==> src/rtl/prot_mode_pkg.sv <==
package prot_mode_pkg;
  localparam int ACC_W = 64;

  // Check-on-write pays off when per-read checking costs strictly more
  // than a read-check before each write plus one scrub.
  function automatic logic cow_favoured(
    input logic [ACC_W-1:0] n_rd,
    input logic [ACC_W-1:0] n_wr,
    input logic [ACC_W-1:0] e_chk,
    input logic [ACC_W-1:0] e_rd,
    input logic [ACC_W-1:0] e_scr
  );
    logic [ACC_W-1:0] lazy_cost;
    logic [ACC_W-1:0] eager_cost;
    eager_cost = n_rd * e_chk;
    lazy_cost  = n_wr * (e_rd + e_chk) + e_scr;
    return eager_cost > lazy_cost;
  endfunction
endpackage

==> src/rtl/access_tally.sv <==
module access_tally #(
  parameter int W = 32
) (
  input  logic         clk,
  input  logic         rst_n,
  input  logic         inc,
  input  logic         restart,
  output logic [W-1:0] count
);
  localparam logic [W-1:0] TOP = '1;
  localparam logic [W-1:0] ONE = W'(1);

  always_ff @(posedge clk or negedge rst_n) begin
    if (!rst_n)
      count <= '0;
    else if (restart)
      count <= inc ? ONE : '0;
    else if (inc && count != TOP)
      count <= count + ONE;
  end
endmodule

==> src/rtl/energy_judge.sv <==
module energy_judge
  import prot_mode_pkg::*;
#(
  parameter int CNT_W = 32,
  parameter int WGT_W = 16
) (
  input  logic [CNT_W-1:0] n_rd,
  input  logic [CNT_W-1:0] n_wr,
  input  logic [WGT_W-1:0] e_chk,
  input  logic [WGT_W-1:0] e_rd,
  input  logic [WGT_W-1:0] e_scr,
  output logic             pick_cow
);
  always_comb begin
    pick_cow = cow_favoured(ACC_W'(n_rd), ACC_W'(n_wr),
                            ACC_W'(e_chk), ACC_W'(e_rd), ACC_W'(e_scr));
  end
endmodule

==> src/rtl/mode_ctrl.sv <==
module mode_ctrl (
  input  logic clk,
  input  logic rst_n,
  input  logic seq_end,
  input  logic kernel_mode,
  input  logic pick_cow,
  output logic seq_cow,
  output logic mode_cow,
  output logic scrub_req
);
  logic kernel_q;
  logic kernel_entry;
  logic scrub_now;

  assign mode_cow     = seq_cow & ~kernel_mode;
  assign kernel_entry = kernel_mode & ~kernel_q;
  assign scrub_now    = (kernel_entry & seq_cow) | (seq_end & mode_cow);

  always_ff @(posedge clk or negedge rst_n) begin
    if (!rst_n) begin
      seq_cow   <= 1'b0;
      kernel_q  <= 1'b0;
      scrub_req <= 1'b0;
    end else begin
      kernel_q  <= kernel_mode;
      scrub_req <= scrub_now;
      if (seq_end)
        seq_cow <= pick_cow;
    end
  end
endmodule

==> src/rtl/prot_mode_sel.sv <==
module prot_mode_sel #(
  parameter int CNT_W = 32,
  parameter int WGT_W = 16
) (
  input  logic             clk,
  input  logic             rst_n,
  input  logic             rd_stb,
  input  logic             wr_stb,
  input  logic             seq_end,
  input  logic             kernel_mode,
  input  logic [WGT_W-1:0] w_check,
  input  logic [WGT_W-1:0] w_read,
  input  logic [WGT_W-1:0] w_scrub,
  output logic             mode_cow,
  output logic             scrub_req
);
  localparam int N_KIND = 2;

  logic [N_KIND-1:0] stb;
  logic [CNT_W-1:0]  tally [N_KIND];
  logic [CNT_W-1:0]  rd_cnt;
  logic [CNT_W-1:0]  wr_cnt;
  logic              pick_cow;
  logic              seq_cow;

  assign stb    = {wr_stb, rd_stb};
  assign rd_cnt = tally[0];
  assign wr_cnt = tally[1];

  for (genvar k = 0; k < N_KIND; k++) begin : g_tally
    access_tally #(.W(CNT_W)) u_tally (
      .clk    (clk),
      .rst_n  (rst_n),
      .inc    (stb[k]),
      .restart(seq_end),
      .count  (tally[k])
    );
  end

  energy_judge #(.CNT_W(CNT_W), .WGT_W(WGT_W)) u_judge (
    .n_rd    (rd_cnt),
    .n_wr    (wr_cnt),
    .e_chk   (w_check),
    .e_rd    (w_read),
    .e_scr   (w_scrub),
    .pick_cow(pick_cow)
  );

  mode_ctrl u_ctrl (
    .clk        (clk),
    .rst_n      (rst_n),
    .seq_end    (seq_end),
    .kernel_mode(kernel_mode),
    .pick_cow   (pick_cow),
    .seq_cow    (seq_cow),
    .mode_cow   (mode_cow),
    .scrub_req  (scrub_req)
  );
endmodule

==> config.mk <==
export PLATFORM = sky130hd
export DESIGN_NAME = prot_mode_sel
export DESIGN_NICKNAME = d
export VERILOG_FILES = /design/src/rtl/prot_mode_pkg.sv /design/src/rtl/access_tally.sv /design/src/rtl/energy_judge.sv /design/src/rtl/mode_ctrl.sv /design/src/rtl/prot_mode_sel.sv
export SDC_FILE = /design/constraint.sdc
export NUM_CORES = 2
export LEC_CHECK = 0
export BUFFER_PORTS_ARGS = -buffer_cell sky130_fd_sc_hd__buf_2
export CORE_AREA = 2 2 258 260
export CTS_BUF_LIST = sky130_fd_sc_hd__clkbuf_4 sky130_fd_sc_hd__clkbuf_8
export CTS_CLUSTER_SIZE = 16
export DETAILED_ROUTE_END_ITERATION = 8
export DIE_AREA = 0 0 260 262
export PLACE_DENSITY = 0.74
export SLEW_MARGIN = 20
export SYNTH_ARGS = -nofsm -noshare
export SYNTH_HDL_FRONTEND = slang
export SYNTH_SLANG_ARGS = --single-unit
==> constraint.sdc <==
create_clock -name clk -period 10.22 [get_ports clk]
set_clock_uncertainty 0.15 [all_clocks]
set_input_delay 1.533 -clock clk [delete_from_list [all_inputs] [get_ports clk]]
set_output_delay 1.533 -clock clk [all_outputs]
set_load 0.01 [all_outputs]
==> results_dict.tcl <==
set metrics [dict create \
    drive_gt1_frac 0.0896 \
    final_cells 5461 \
    area_growth_pct 8.13 \
    ys.warnings.count 0 \
    hold_class "flop to flop" \
    whs_ns 0.381 \
    clock-sinks 67 \
    clk_latency_ns 0.47 \
    h-tree-depth 3 \
    grt_overflow 0 \
    die-area_um2 68100 \
    cts_tree "done" \
    cpMostUsedCell "fa_1" \
    p_sw_frac 0.486 \
    ys_seq_elements 67 \
    place_congestion 0.916 \
    use_met1 0.419 \
    drtAntennaViolNets 0 \
    postLayoutCoreUtil 0.646 \
    drv_slew 0 \
    clock.fmax_ghz 0.0961 \
    grt_max_degree 68 \
    root_buffer "clkbuf_8" \
    synth-edff-count 0 \
    wirelength_mm 104 \
    cap_viol_max_count 0 \
    grt_pass1_wl_mm 171 \
    die_x_um 260 \
    use_met3 0.0465 \
    via_per_inst 5.67 \
    rows 94 \
    fin_setup_tns_ns -0.188 \
    grtUsageTotal 0.323 \
    worstHoldStart "u_ctrl.kernel_q" \
    first_pass_iters 6 \
    max_stage_delay_ns 0.56 \
    yosysSeqAreaShare 0.0430 \
    worst_slack_ns -0.188 \
    p_switching_uw 878 \
    period_minus_slack_ns 10.41 \
    grt_pass1_vias 32960 \
    critPathBufInv 6 \
    drt_iter0_drc 2244 \
    crit_required_ns 10.45 \
    synth.area.top_cells "fa_1, ha_1, inv_1" \
    synth_top_area_cell "fa_1" \
    slew_headroom 0.321 \
    hpwl_mm 82.5 \
    final_common_cell "inv_1" \
    p_seq_frac 0.156 \
    placed_cells 5434 \
    clk_path_buf_depth 2 \
    numPortBuffers 55 \
    violations "setup timing" \
    vias 30950 \
    syn_area_um2 39000 \
    cp_max_fo 7 \
    die_h_um 262 \
    cp_slowest_cell "or4_4" \
    pwr-share-clk 0.162 \
    busiest_layer "met2" \
    wl_per_cell_um 19.1 \
    num_io_pins 56 \
    pwr-share-comb 0.682 \
    netlist_instances 4537 \
    layout_common_cells "inv_1, fa_1, nand2_1" \
    cp_top_family "adder cells" \
    synth_ff_type "dfrtp_1" \
    use_met2 0.524 \
    n_antenna_cell 0 \
    crit_start "w_check[1]" \
    async_flop_share 1.00 \
    nNetsFinal 5865 \
    synth_top_area_share 0.455 \
    outcome "finished, violations left" \
    start_kind "input port" \
    core_area_um2 65300 \
    tightest_slew_ns 1.02 \
    min_period_over_period 1.02 \
    p_int_uw 929 \
    final-setup-viol-count 1 \
    synth_fp_nets 5809 \
    peakVddDrop_mv 0.0667 \
    cts.clk_slew.worst_paths_ns 0.13 \
    criticalPathCategory "input port to flop" \
    crit_path_end_kind "flop" \
    initial_core_util 0.597 \
    antenna_found_initial 0 \
    drc_errors 0 \
    cp.arrival_ns 10.64 \
    hold_viol 0 \
    numCtsBuffers 9 \
    timing.rr.start "g_tally[0].u_tally.count[4]" \
    power_density_nw_per_um2 42.9 \
    rsz0062_at_grt "true" \
    p_leak_nw 21.1 \
    syn_avg_cell_area_um2 8.59 \
    synthDistinctLibCells 79 \
]
## logic make-up (layout without fill, tap and decap cells)
group,count (synthesis),after routing,synth area share
mux,2,2,0.000514
fa+ha+maj,1218,1218,0.562
buf+inv,1269,1329,0.122
flops,67,67,0.0430
compound gates,375,375,0.0658
xor+xnor,147,147,0.0330
simple gates,1459,1459,0.174
## stage by stage
step	total power [mW]	worst slack [ns]	cell area [µm²]
after floorplan	0.976	0.0124	39100
after global placement	1.45	-0.720	41600
after detailed placement	1.47	-0.966	41600
after CTS	1.79	-0.109	42000
after global routing	1.94	-0.533	42100
final	1.81	-0.188	42100
## power groups by stage
stage	sequential, mW	clock, mW	combinational (mW)
5_1_grt	0.282	0.303	1.36
3_5_place_dp	0.286	0	1.18
6_report	0.282	0.294	1.23
4_1_cts	0.281	0.298	1.21
2_1_floorplan	0.277	0	0.699
3_3_place_gp	0.287	0	1.16
## cells in the mapped netlist (16+ instances only)
master,n
ha_1,333
fa_1,885
xnor2_1,82
xor2_1,65
nor2b_1,35
a21o_1,56
nand3_1,76
nand2b_1,21
and3_1,54
o21ai_0,63
and2_1,262
a21oi_1,119
nand2_1,793
dfrtp_1,67
clkbuf_1,242
nor2_1,126
nor3_1,16
nand4_1,36
inv_1,1007
a31oi_1,16
## layer usage
metal  wire length [µm]  part of all wire
met1              40400              0.39
met5                  0                 0
met4               6780             0.065
met3               7810             0.075
met2              49200              0.47
## cell type report
class | instances | area, µm²
multi-input combinational | 3201 | 32900
fill | 5415 | 23100
inverter | 1007 | 3780
timing repair buffer | 307 | 2460
sequential | 67 | 1680
tap | 864 | 1080
clock buffer | 10 | 138
clock inverter | 5 | 77.6
## what timing repair did
action / 4_1_cts / 5_1_grt
hold buffers: 0 / 0
endpoints found under the setup margin: 1 / 1
setup buffers: 7 / 3
resized for setup: 23 / 32
pin swaps: 20 / 13
gates cloned: 2 / 0
## worst register-to-register path, stage by stage, from the launching register on
cell	delay [ns]
dfrtp_1	0.88
nand2_1	0.19
fa_1	0.53
fa_1	0.55
inv_1	0.06
fa_1	0.56
inv_1	0.07
fa_1	0.51
fa_1	0.55
inv_1	0.05
fa_1	0.54
ha_1	0.39
a211oi_1	0.34
o21ai_0	0.17
a31o_2	0.29
a31oi_1	0.16
o21ai_1	0.21
a31oi_1	0.38
nor2_1	0.12
a211oi_1	0.31
xnor2_1	0.11
ha_1	0.30
nand4_1	0.17
or4_4	0.56
nor2_2	0.15
a211o_1	0.14
o21ai_1	0.07
o41ai_2	0.22
## state kept, by name, summed over array words and instances, names as in the netlist
| name | cells |
|---|---|
| g_tally.u_tally.count | 64 |
| u_ctrl.kernel_q | 1 |
| u_ctrl.scrub_req | 1 |
| u_ctrl.seq_cow | 1 |
## worst paths after layout
kind                       slack, ns                      endpoint  depth (start not counted)
setup / recovery               -0.19                u_ctrl.seq_cow                         39
min in group asynchronous       0.99  g_tally[1].u_tally.count[26]                          1
hold reg to reg                 0.38              u_ctrl.scrub_req                          2
max in group asynchronous       8.41  g_tally[0].u_tally.count[20]                          1
setup reg to reg                1.45                u_ctrl.seq_cow                         27
hold / removal                  0.38              u_ctrl.scrub_req                          2
No activity file was read; power rests on OpenSTA's default activity.
